## src/rtl/acc_pkg.sv

```systemverilog
package acc_pkg;
  parameter int WORD_W = 12;
  parameter int ADDR_W = 9;
  localparam int OP_W = WORD_W - ADDR_W;

  parameter int OPR_CLA_BIT = 7;
  parameter int OPR_CMA_BIT = 5;
  parameter int OPR_IAC_BIT = 0;
  parameter int OPR_HLT_BIT = 1;

  typedef enum logic [OP_W-1:0] {
    OP_AND = 3'd0, OP_TAD = 3'd1, OP_ISZ = 3'd2, OP_DCA = 3'd3,
    OP_JMS = 3'd4, OP_JMP = 3'd5, OP_IOT = 3'd6, OP_OPR = 3'd7
  } opcode_e;

  typedef struct packed {
    logic fetch;
    logic doAnd;
    logic doTad;
    logic doIsz;
    logic doDca;
    logic doJms;
    logic doJmp;
    logic doIot;
    logic doOpr;
    logic [ADDR_W-1:0] addr;
  } ctrl_t;
endpackage

```

## src/rtl/acc_ctrl.sv

```systemverilog
module acc_ctrl
  import acc_pkg::*;
(
  input  logic              clk,
  input  logic              rstN,
  input  logic [WORD_W-1:0] memRData,
  output ctrl_t             ctl,
  output logic              halted
);
  typedef enum logic [1:0] {ST_FETCH, ST_EXEC, ST_HALT} state_e;

  state_e state;
  logic [WORD_W-1:0] instrReg;
  opcode_e opcode;

  assign opcode = opcode_e'(instrReg[WORD_W-1:ADDR_W]);

  always_ff @(posedge clk) begin
    if (!rstN) begin
      state    <= ST_FETCH;
      instrReg <= '0;
    end else begin
      case (state)
        ST_FETCH: begin
          instrReg <= memRData;
          state    <= ST_EXEC;
        end
        ST_EXEC: begin
          if (opcode == OP_OPR && instrReg[OPR_HLT_BIT]) state <= ST_HALT;
          else state <= ST_FETCH;
        end
        default: state <= ST_HALT;
      endcase
    end
  end

  always_comb begin
    ctl       = '0;
    ctl.fetch = (state == ST_FETCH);
    ctl.addr  = instrReg[ADDR_W-1:0];
    if (state == ST_EXEC) begin
      ctl.doAnd = (opcode == OP_AND);
      ctl.doTad = (opcode == OP_TAD);
      ctl.doIsz = (opcode == OP_ISZ);
      ctl.doDca = (opcode == OP_DCA);
      ctl.doJms = (opcode == OP_JMS);
      ctl.doJmp = (opcode == OP_JMP);
      ctl.doIot = (opcode == OP_IOT);
      ctl.doOpr = (opcode == OP_OPR);
    end
  end

  assign halted = (state == ST_HALT);


  halt_sticky_chk: assert property (@(posedge clk) disable iff (!rstN)
    halted |=> halted);


  fetch_exec_alt_chk: assert property (@(posedge clk) disable iff (!rstN)
    ctl.fetch |=> !ctl.fetch);
endmodule

```

## src/rtl/acc_dpath.sv

```systemverilog
module acc_dpath
  import acc_pkg::*;
(
  input  logic              clk,
  input  logic              rstN,
  input  ctrl_t             ctl,
  input  logic [WORD_W-1:0] memRData,
  output logic [ADDR_W-1:0] memAddr,
  output logic              memWe,
  output logic [WORD_W-1:0] memWData,
  output logic [WORD_W-1:0] outData,
  output logic              outStrobe
);
  logic [ADDR_W-1:0] pc;
  logic [WORD_W-1:0] acc;
  logic [WORD_W-1:0] incWord;
  logic [WORD_W-1:0] oprResult;
  logic              incZero;

  assign incWord = memRData + 1'b1;
  assign incZero = (incWord == '0);

  // operate group, applied in order clear, complement, increment
  always_comb begin
    oprResult = acc;
    if (ctl.addr[OPR_CLA_BIT]) oprResult = '0;
    if (ctl.addr[OPR_CMA_BIT]) oprResult = ~oprResult;
    if (ctl.addr[OPR_IAC_BIT]) oprResult = oprResult + 1'b1;
  end

  assign memAddr = ctl.fetch ? pc : ctl.addr;
  assign memWe   = ctl.doIsz | ctl.doDca | ctl.doJms;

  always_comb begin
    memWData = acc;
    if (ctl.doIsz) memWData = incWord;
    else if (ctl.doJms) memWData = {OP_JMP, pc};
  end

  always_ff @(posedge clk) begin
    if (!rstN) begin
      pc        <= '0;
      acc       <= '0;
      outData   <= '0;
      outStrobe <= 1'b0;
    end else begin
      outStrobe <= ctl.doIot;
      if (ctl.doIot) outData <= acc;

      if (ctl.fetch) pc <= pc + 1'b1;
      else if (ctl.doIsz && incZero) pc <= pc + 1'b1;
      else if (ctl.doJms) pc <= ctl.addr + 1'b1;
      else if (ctl.doJmp) pc <= ctl.addr;

      if (ctl.doAnd) acc <= acc & memRData;
      else if (ctl.doTad) acc <= acc + memRData;
      else if (ctl.doDca) acc <= '0;
      else if (ctl.doOpr) acc <= oprResult;
    end
  end


  strobe_pulse_chk: assert property (@(posedge clk) disable iff (!rstN)
    outStrobe |=> !outStrobe);


  dca_clear_chk: assert property (@(posedge clk) disable iff (!rstN)
    ctl.doDca |=> (acc == '0));


  tad_sum_chk: assert property (@(posedge clk) disable iff (!rstN)
    ctl.doTad |=> (acc == WORD_W'($past(acc) + $past(memRData))));


  isz_skip_chk: assert property (@(posedge clk) disable iff (!rstN)
    (ctl.doIsz && memRData == '1) |=> (pc == ADDR_W'($past(pc) + 1'b1)));


  isz_noskip_chk: assert property (@(posedge clk) disable iff (!rstN)
    (ctl.doIsz && memRData != '1) |=> $stable(pc));


  jms_target_chk: assert property (@(posedge clk) disable iff (!rstN)
    ctl.doJms |=> (pc == ADDR_W'($past(ctl.addr) + 1'b1)));
endmodule

```

## src/rtl/acc_core.sv

```systemverilog
module acc_core
  import acc_pkg::*;
(
  input  logic              clk,
  input  logic              rstN,
  output logic [ADDR_W-1:0] memAddr,
  input  logic [WORD_W-1:0] memRData,
  output logic              memWe,
  output logic [WORD_W-1:0] memWData,
  output logic [WORD_W-1:0] outData,
  output logic              outStrobe,
  output logic              halted
);
  ctrl_t ctl;

  acc_ctrl u_ctrl (
    .clk      (clk),
    .rstN     (rstN),
    .memRData (memRData),
    .ctl      (ctl),
    .halted   (halted)
  );

  acc_dpath u_dpath (
    .clk       (clk),
    .rstN      (rstN),
    .ctl       (ctl),
    .memRData  (memRData),
    .memAddr   (memAddr),
    .memWe     (memWe),
    .memWData  (memWData),
    .outData   (outData),
    .outStrobe (outStrobe)
  );


  halt_quiet_chk: assert property (@(posedge clk) disable iff (!rstN)
    halted |-> (!memWe && !outStrobe));
endmodule

```

## config.mk

```make
export PLATFORM = sky130hd
export DESIGN_NAME = acc_core
export DESIGN_NICKNAME = d
export VERILOG_FILES = /design/src/rtl/acc_pkg.sv /design/src/rtl/acc_ctrl.sv /design/src/rtl/acc_dpath.sv /design/src/rtl/acc_core.sv
export SDC_FILE = /design/constraint.sdc
export NUM_CORES = 1
export LEC_CHECK = 0
export BUFFER_PORTS_ARGS = -buffer_cell sky130_fd_sc_hd__buf_4
export CORE_UTILIZATION = 30
export DETAILED_ROUTE_END_ITERATION = 10
export PLACE_DENSITY = 0.58
export SLEW_MARGIN = 20
export SYNTH_ARGS = -nofsm -noshare
export SYNTH_HDL_FRONTEND = slang
export SYNTH_HIERARCHICAL = 1
export SYNTH_SLANG_ARGS = --single-unit
```

## constraint.sdc

```tcl
create_clock -name clk -period 3.48 [get_ports clk]
set_clock_uncertainty 0.2 [all_clocks]
set_input_delay 0.348 -clock clk [delete_from_list [all_inputs] [get_ports clk]]
set_output_delay 0.348 -clock clk [all_outputs]
set_load 0.005 [all_outputs]
```

==> flow_metrics.tcl, run 1 <==
set metrics [dict create \
    globalRoute.totalOverflow 0 \
    route.detailed.drc 0 \
    start_kind "flip-flop" \
    cp.arrival_ns 2.31 \
    postCtsSetupBuffers 0 \
    power_density_mw_per_mm2 356 \
    syn_to_final_growth_pct 15.4 \
    worstPathMaxFanout 21 \
    critPathLaunch "u_ctrl/instrReg[9]$_SDFFE_PN0P_" \
    totalWireLength_um 13800 \
    tritoncts "done" \
    dr_total_vias 4281 \
    max_slew_margin_pct 51.6 \
    drive_gt1_share_pct 16.4 \
    grt_use_total_pct 19.0 \
    ant_nets 0 \
    setup_slack_ns 0.617 \
    die_h_um 121 \
    netlist_area_mm2 0.00423 \
    most-common-layout-cells "buf_4 (64), nand2_1 (59), o21ai_0 (55), dfxtp_1 (48), nor2_1 (41)" \
    switching_share_pct 31.8 \
    die_area_mm2 0.0146 \
    ys_seq_area_share_pct 22.7 \
    regToRegStartpoint "u_ctrl/instrReg[5]$_SDFFE_PN0P_" \
    syn_inst 563 \
    cts_root_buf "clkbuf_16" \
    finalCritPeriodShare_pct 82.3 \
    synth_nets 594 \
    insertedDiodeCount 0 \
    fillers 1469 \
    worst_slew_pin_slew_ns 0.724 \
    grt_pass1_wl_um 21100 \
    clock_latency_ns 0.31 \
    hold_violations 0 \
    die_w_um 121 \
    drv_slew 0 \
    setup_viol 0 \
    vdd_drop_max_mv 0.243 \
    final_common_cell "buf_4" \
    hold_start "memRData[1]" \
    wire_per_inst_um 18.0 \
    vias_per_cell 5.60 \
    clock.fmax_mhz 349 \
    grt_max_degree 30 \
    antenna_found_initial 0 \
    cts_sinks 48 \
    cpMostUsedCell "buf_4" \
    hold_slack_ns 0.228 \
    clk_pin_slew_worst_paths_ns 0.07 \
    period_needed_ns 2.86 \
    initial_utilization_pct 30.6 \
    rows 43 \
    hp-class "input pin to flip-flop" \
    ys_seq_elements 48 \
    synth_area_per_cell_um2 7.52 \
    core_mm2 0.0138 \
    worstPathRequired_ns 2.93 \
    fin_tns_setup_ns 0 \
    fin_util_pct 35.3 \
    drt_iter0_drc 381 \
    grt_pass1_vias 3977 \
    critical-path-max-stage-delay_ns 0.43 \
    power_frac_seq_pct 36.8 \
    pwr-share-comb_pct 25.6 \
    p_switching_uw 552 \
    p_int_uw 1190 \
    synth-main-ff-cell "dfxtp_1" \
    io_pins 50 \
    place_congestion 0.902 \
    nets 615 \
    status "finished clean" \
    cts.htree.levels 2 \
    hpwl_um 10100 \
    cts_resized 0 \
    place_ws_ns 0.861 \
    clk_path_buf_depth 2 \
    clkPwrFrac_pct 37.6 \
    cts_buffers 5 \
    crit_path_top_delay_cell "or3b_4" \
    worstPathCellList "or3b_4 -> nor2_2 -> buf_4 -> mux2i_1 -> o21ai_0 -> buf_4" \
    path_class "flip-flop to output pin" \
    cp-end-kind "output pin" \
    ys.warnings.count 6 \
    max_cap_violations 0 \
    ys_types 67 \
    rsz0062_at_grt "no" \
    postCtsHoldBufs 0 \
    drt_pass1_iterations 5 \
    synth-edff-count 0 \
    port_buffers 49 \
    p_leak_uw 0.00178 \
    async_flop_share_pct 0 \
]
==> logic make-up (layout without fill, tap and decap cells) <==
kind of cell,Yosys count,after routing,share of synthesized area [%]
adder cells (fa/ha/maj),17,17,5.20
buffers and inverters,66,88,7.36
AO/OA/AOI/OAI,147,147,21.8
AND/OR/NAND/NOR,207,207,25.3
flip-flops,48,48,22.7
XOR/XNOR,38,38,7.87
multiplexers,40,40,9.76
==> power by group through the flow <==
stage	registers (uW)	clock network, uW	logic [uW]
2_1_floorplan	610	0	327
3_3_place_gp	649	0	431
3_5_place_dp	650	0	440
4_1_cts	637	673	442
5_1_grt	644	688	488
6_report	639	654	445
==> registers in the layout, summed over array words and instances, names as in the netlist <==
name,cells
u_ctrl/instrReg,12
u_dpath/acc,12
u_dpath/outData,12
u_dpath/outStrobe,1
u_ctrl/state,2
u_dpath/pc,9
==> worst max-delay path: cells and delay by family, from the launching register on <==
| family | cells | cell delay (ns) |
|---|---|---|
| buffers and inverters | 2 | 0.52 |
| DFF | 1 | 0.34 |
| and+or+nand+nor | 2 | 0.71 |
| muxes | 1 | 0.11 |
| AOI/OAI and AO/OA | 1 | 0.34 |
==> path summary, 6_finish.rpt <==
kind | endpoint | slack (ns) | cells past startpoint
max | memWData[4] | 0.62 | 6
min | u_ctrl/instrReg[1]$_SDFFE_PN0P_ | 0.23 | 3
max reg2reg | u_dpath/acc[8]$_SDFFE_PN0P_ | 0.81 | 8
min reg2reg | u_dpath/outData[7]$_SDFFE_PN0P_ | 0.30 | 2
==> synthesized netlist by cell type (12+ instances only) <==
| master | count | share of area [%] |
|---|---|---|
| ha_1 | 16 | 4.7 |
| nand3_1 | 17 | 2.0 |
| nor3_1 | 21 | 2.5 |
| clkbuf_1 | 25 | 2.2 |
| xnor2_1 | 28 | 5.8 |
| or3b_1 | 12 | 2.5 |
| dfxtp_1 | 48 | 23 |
| nand2_1 | 59 | 5.2 |
| inv_1 | 15 | 1.3 |
| nor2b_1 | 12 | 1.8 |
| a21oi_1 | 38 | 4.5 |
| mux2i_1 | 30 | 7.1 |
| o21ai_0 | 55 | 6.5 |
| nor2_1 | 42 | 3.7 |
==> stage by stage <==
step | total power, uW | area (um2) | instances
global route | 1820 | 4880 | 765
global placement | 1080 | 4690 | 757
detailed placement | 1090 | 4690 | 757
CTS | 1750 | 4880 | 765
floorplan | 937 | 4230 | 563
finish | 1740 | 4880 | 765
==> metal layers <==
layer	routed length, um	GRT usage (%)	up-vias
li1	-	-	2072
met1	6110	24.5	2023
met2	6430	30.7	159
met3	911	4.01	27
met4	325	7.87	0
met5	0	0	-
==> cell type report <==
| type | count | area [um2] | area share, % |
|---|---|---|---|
| Multi-Input combinational cell | 449 | 2960 | 60.7 |
| Timing Repair Buffer | 64 | 480 | 9.84 |
| Tap cell | 180 | 225 | 4.61 |
| Clock inverter | 3 | 68.8 | 1.41 |
| Clock buffer | 5 | 125 | 2.56 |
| Inverter | 16 | 60.1 | 1.23 |
| Sequential cell | 48 | 961 | 19.7 |
Power figures use the tool's default switching activity.
==> run 2: changes to the inputs <==
Settings changed: PLACE_DENSITY 0.58 to 0.59.
Clock period 3.48 ns to 2.4 ns, I/O delays scaled along.
==> run 2 against run 1 <==
The run now ends with negative setup slack left. Utilization grew 5.2 points. Register-to-register slack got worse by 0.83 ns. Cell count increased by 9.0%. Flip-flop and latch count stayed put.
==> flow_metrics.tcl, run 2 (synthesis results as in run 1) <==
set metrics [dict create \
    totalWireLength_um 14700 \
    rsz0062_at_grt "yes" \
    clock.fmax_mhz 409 \
    syn_to_final_growth_pct 32.2 \
    clock_latency_ns 0.31 \
    antenna_found_initial 0 \
    final_common_cell "buf_4" \
    fillers 1398 \
    postCtsHoldBufs 0 \
    hpwl_um 11000 \
    drv_slew 0 \
    die_w_um 121 \
    place_congestion 0.945 \
    tritoncts "done" \
    start_kind "flip-flop" \
    die_h_um 121 \
    worstPathRequired_ns 1.96 \
    p_leak_uw 0.00217 \
    violations "negative setup slack" \
    ant_nets 0 \
    clk_path_buf_depth 2 \
    cts_buffers 5 \
    insertedDiodeCount 0 \
    status "complete, but fails checks" \
    cts_root_buf "clkbuf_16" \
    cp.arrival_ns 2.01 \
    dr_total_vias 4484 \
    rows 43 \
    clk_pin_slew_worst_paths_ns 0.06 \
    worstPathMaxFanout 7 \
    grt_pass1_wl_um 23100 \
    port_buffers 49 \
    hold_violations 0 \
    io_pins 50 \
    setup_viol 7 \
    grt_pass1_vias 4326 \
    globalRoute.totalOverflow 0 \
    finalCritPeriodShare_pct 102 \
    die_area_mm2 0.0146 \
    nets 684 \
    most-common-layout-cells "buf_4 (121), nand2_1 (59), o21ai_0 (45), dfxtp_1 (40), nor2_1 (37)" \
    wire_per_inst_um 17.7 \
    setup_slack_ns -0.0461 \
    core_mm2 0.0138 \
    worst_slew_pin_slew_ns 0.581 \
    power_density_mw_per_mm2 440 \
    cp-end-kind "output pin" \
    max_slew_margin_pct 61.2 \
    vdd_drop_max_mv 0.223 \
    drt_iter0_drc 283 \
    hp-class "input pin to flip-flop" \
    fin_tns_setup_ns -0.120 \
    cts_sinks 48 \
    grt_max_degree 30 \
    path_class "flip-flop to output pin" \
    grt_use_total_pct 20.7 \
    route.detailed.drc 0 \
    drive_gt1_share_pct 30.4 \
    reg2reg_slack_ns -0.02 \
    vias_per_cell 5.38 \
    drt_pass1_iterations 5 \
    reg_top3 "u_ctrl/instrReg x12, u_dpath/acc x12, u_dpath/outData x12" \
    cts.htree.levels 2 \
    initial_utilization_pct 30.6 \
    max_cap_violations 0 \
    period_needed_ns 2.45 \
    hold_slack_ns 0.126 \
]
run 2: changes by cell type in the layout (fill, tap and decap cells not counted), sizes merged:
| cell | delta |
|---|---|
| buf | +69 |
| clkbuf | +3 |
| bufinv | -2 |
| inv | -1 |
run 2: routing by layer:
metal / part of all wire (%) / vias to the layer above / GRT usage (%)
met5: 0 / - / 0
met4: 2.2 / 0 / 8.41
met3: 6.0 / 24 / 3.25
met2: 48 / 138 / 34.8
met1: 44 / 2120 / 26.1
li1: - / 2202 / -
run 2: report_power, final:
group	switching [uW]	internal [uW]	leakage, uW	total (uW)
clock network	330	417	0.0000712	747
logic	430	384	0.00170	813
registers	64.5	837	0.000395	902
total	824	1640	0.00217	2460
run 2: area by class of cell:
class / count / area [um2] / share of cell area [%]
multi-input cells: 449 / 3140 / 56.1
repair buffers: 133 / 1050 / 18.7
flip-flops and latches: 48 / 971 / 17.4
well taps: 180 / 225 / 4.03
clock buffers: 8 / 146 / 2.62
inverters: 16 / 65.1 / 1.16
run 2: stage by stage:
stage	cell area [um2]	utilization [%]	power (uW)	instances	setup WS (ns)
2_1_floorplan	4320	-	1370	563	-0.210
3_3_place_gp	5180	37.4	1660	814	-0.00923
3_5_place_dp	5180	37.4	1670	814	-0.0454
4_1_cts	5400	39.1	2430	828	-0.0176
5_1_grt	5600	40.5	2590	834	-0.0878
6_report	5600	40.5	2460	834	-0.0461
run 2: path summary, 6_finish.rpt:
check / start / end / depth (start not counted)
hold reg to reg: u_dpath/acc[1]$_SDFFE_PN0P_ / u_dpath/acc[1]$_SDFFE_PN0P_ / 2
hold / removal: memRData[10] / u_ctrl/instrReg[10]$_SDFFE_PN0P_ / 3
setup reg to reg: u_ctrl/instrReg[9]$_SDFFE_PN0P_ / u_dpath/pc[8]$_SDFFE_PN0P_ / 9
setup / recovery: u_ctrl/instrReg[9]$_SDFFE_PN0P_ / memWData[0] / 7
run 2: worst max-delay path: stages (launching register included):
cell      delay [ns]
dfxtp_2         0.32
or3b_4          0.41
buf_6           0.14
nor2_4          0.16
buf_6           0.17
a211oi_1        0.08
a21oi_1         0.25
buf_4           0.17
run 2: what timing repair did:
item | 4_1_cts | 5_1_grt
endpoints found under the setup margin | 16 | 29
pin swaps | 3 | 16
setup buffers | 5 | 5
resized for setup | 10 | 45
gates cloned | 1 | 1
==> run 3: changes to the inputs <==
--- a/config.mk
+++ b/config.mk
@@ -7,7 +7,7 @@
 export LEC_CHECK = 0
 export BUFFER_PORTS_ARGS = -buffer_cell sky130_fd_sc_hd__buf_4
-export CORE_UTILIZATION = 30
+export CORE_UTILIZATION = 49
 export DETAILED_ROUTE_END_ITERATION = 10
-export PLACE_DENSITY = 0.59
+export PLACE_DENSITY = 0.83
 export SLEW_MARGIN = 20
 export SYNTH_ARGS = -nofsm -noshare
==> constraint.sdc (replaced) <==
create_clock -name clk -period 2.4 [get_ports clk]
set_clock_uncertainty 0.2 [all_clocks]
set_input_delay 0.12 -clock clk [delete_from_list [all_inputs] [get_ports clk]]
set_output_delay 0.12 -clock clk [all_outputs]
set_load 0.005 [all_outputs]
==> run 3 against run 2 <==
The flow still finishes with violations (negative setup slack). Cell count down 9.7%. Non-clock buffer count down 6. Maximum frequency about the same. Worst hold slack worse by 0.11 ns. Sequential share of layout area up 0.51 points. First-iteration DRC count up 54%. Clock power down 30%. Combinational power up 0.7%. Die area down 38%. Sequential power about the same. Register-to-register slack worse by 0.02 ns. Critical path depth unchanged. Critical path type unchanged. Critical endpoint is now memWData[1]. Largest cell class unchanged.
==> flow_metrics.tcl, run 3 (synthesis results as in run 1) <==
set metrics [dict create \
    power_density_mw_per_mm2 411 \
    p_switching_uw 824 \
    clk_path_buf_depth 2 \
    crit_path_top_delay_cell "or3b_4" \
    globalRoute.totalOverflow 0 \
    setup_viol 14 \
    clock_latency_ns 0.31 \
    grt_max_degree 30 \
    nets 678 \
    r2r-end "u_dpath/pc[8]$_SDFFE_PN0P_" \
    final_common_cell "buf_4" \
    core_mm2 0.00830 \
    ant_nets 0 \
    wire_per_inst_um 19.3 \
    clk_pin_slew_worst_paths_ns 0.10 \
    drv_slew 0 \
    worstPathCellList "or3b_4 -> buf_4 -> nor2_4 -> buf_6 -> mux2i_1 -> o21ai_0 -> buf_4" \
    tritoncts "done" \
    p_total_uw 2250 \
    die_area_mm2 0.00901 \
    totalWireLength_um 14500 \
    violations "negative setup slack" \
    route.detailed.drc 0 \
    met1_usage_pct 39.0 \
    power_frac_seq_pct 40.3 \
    switching_share_pct 36.6 \
    cpMostUsedCell "buf_4" \
    cts.htree.levels 2 \
    reg2reg_slack_ns -0.04 \
    hold_violations 0 \
    p_leak_uw 0.00212 \
    reg_top3 "u_ctrl/instrReg x12, u_dpath/acc x12, u_dpath/outData x12" \
    dr_total_vias 4763 \
    insertedDiodeCount 0 \
    antenna_found_initial 0 \
    cts_buffers 5 \
    cts_root_buf "clkbuf_8" \
    start_kind "flip-flop" \
    clkPwrFrac_pct 23.4 \
    pwr-share-comb_pct 36.4 \
    fin_tns_setup_ns -0.306 \
    finalCritPeriodShare_pct 102 \
    initial_utilization_pct 51.0 \
    max_slew_margin_pct 64.7 \
    grt_use_total_pct 32.2 \
    top_usage_layer "met2" \
    status "complete, but fails checks" \
    cts_sinks 48 \
    reg2reg_depth 10 \
    hpwl_um 10000 \
    worstPathRequired_ns 2.08 \
    grt_pass1_wl_um 22400 \
    io_pins 50 \
    max_cap_violations 0 \
    die_w_um 94.9 \
    crit_buf_inv 3 \
    hold_depth 3 \
    vias_per_cell 6.33 \
    setup_slack_ns -0.0480 \
    cp.arrival_ns 2.13 \
    syn_to_final_growth_pct 29.4 \
    period_needed_ns 2.45 \
    hp-class "input pin to flip-flop" \
    hold_start "memRData[0]" \
    worstPathMaxFanout 8 \
    critical-path-top-delay-family "simple AND/OR/NAND/NOR gates" \
    place_congestion 0.967 \
    critical-path-max-stage-delay_ns 0.41 \
    p_int_uw 1430 \
    rows 33 \
    hold_end "u_ctrl/instrReg[0]$_SDFFE_PN0P_" \
    port_buffers 49 \
    most-common-layout-cells "buf_4 (112), nand2_1 (58), o21ai_0 (46), dfxtp_1 (40), nor2_1 (37)" \
    die_h_um 94.9 \
    drt_pass1_iterations 5 \
    grt_util_met3_pct 5.39 \
    regToRegStartpoint "u_ctrl/state[1]$_SDFF_PN0_" \
    clock.fmax_mhz 409 \
    vdd_drop_max_mv 0.341 \
    cp-end-kind "output pin" \
    rsz0062_at_grt "yes" \
    drive_gt1_share_pct 30.1 \
    grt_pass1_vias 4538 \
    worst_slew_pin_slew_ns 0.525 \
    use_met2_pct 54.3 \
    drt_iter0_drc 436 \
    path_class "flip-flop to output pin" \
]
==> run 3: cell types whose count changed in the layout (fill, tap and decap cells not counted), sizes merged <==
cell         before  now
clkinvlp          0    2
dlygate4sd3       0    5
clkbuf            8    5
clkinv            1    2
buf             133  122
==> run 3: how the worst max path moves through the flow <==
stage,startpoint,to,cells past startpoint,slack [ns]
CTS,u_ctrl/state[1]$_SDFF_PN0_,u_dpath/pc[4]$_SDFFE_PN0P_,10,-0.01
finish,u_ctrl/state[1]$_SDFF_PN0_,memWData[1],7,-0.05
detailed placement,u_ctrl/state[1]$_SDFF_PN0_,u_dpath/pc[4]$_SDFFE_PN0P_,10,-0.16
global placement,u_ctrl/state[1]$_SDFF_PN0_,u_dpath/pc[2]$_SDFFE_PN0P_,9,-0.04
floorplan,u_ctrl/state[1]$_SDFF_PN0_,u_dpath/pc[0]$_SDFFE_PN0P_,12,-0.21
global route,u_ctrl/state[1]$_SDFF_PN0_,memWData[1],7,-0.12
==> run 3: what timing repair did <==
action / CTS / global route
hold buffers: 5 / 0
setup endpoints to repair: 24 / 32
setup buffers: 9 / 5
pin swaps: 9 / 12
hold endpoints to repair: 6 / 0
gates resized for setup: 24 / 41
cloned: 1 / 0
==> run 3: through the flow <==
stage               setup WS (ns)  utilization (%)  hold WS, ns  cell area [um2]  std cells
floorplan                  -0.210                -       0.0326             4320        563
CTS                       -0.0146             63.5      0.00277             5270        748
global route               -0.120             66.0      0.00818             5480        753
detailed placement         -0.161             60.0        0.293             4980        725
global placement          -0.0395             60.0        0.282             4980        725
finish                    -0.0480             66.0       0.0114             5480        753
==> run 3: per-layer routing <==
metal	share of wire, %	vias up
li1	-	2187
met1	39	2215
met2	48	297
met3	9.0	64
met4	4.1	0
met5	0	-
==> run 3: power groups by stage <==
| stage | logic [uW] | clock network [uW] | registers [uW] |
|---|---|---|---|
| 2_1_floorplan | 487 | 0 | 886 |
| 3_3_place_gp | 704 | 0 | 915 |
| 3_5_place_dp | 727 | 0 | 917 |
| 4_1_cts | 756 | 534 | 900 |
| 5_1_grt | 882 | 565 | 909 |
| 6_report | 819 | 525 | 905 |
==> run 3: final cells by class <==
cell class / count / area [um2]
flip-flops and latches: 48 / 978
clock inverters: 3 / 23.8
clock buffers: 5 / 68.8
fillers: 660 / 2820
inverters: 16 / 65.1
repair buffers: 127 / 1020
multi-input cells: 449 / 3190
well taps: 105 / 131
==> run 3: worst min-delay path, stage by stage <==
cell	delay [ns]
buf_4	0.14
or3b_1	0.16
a21oi_1	0.06
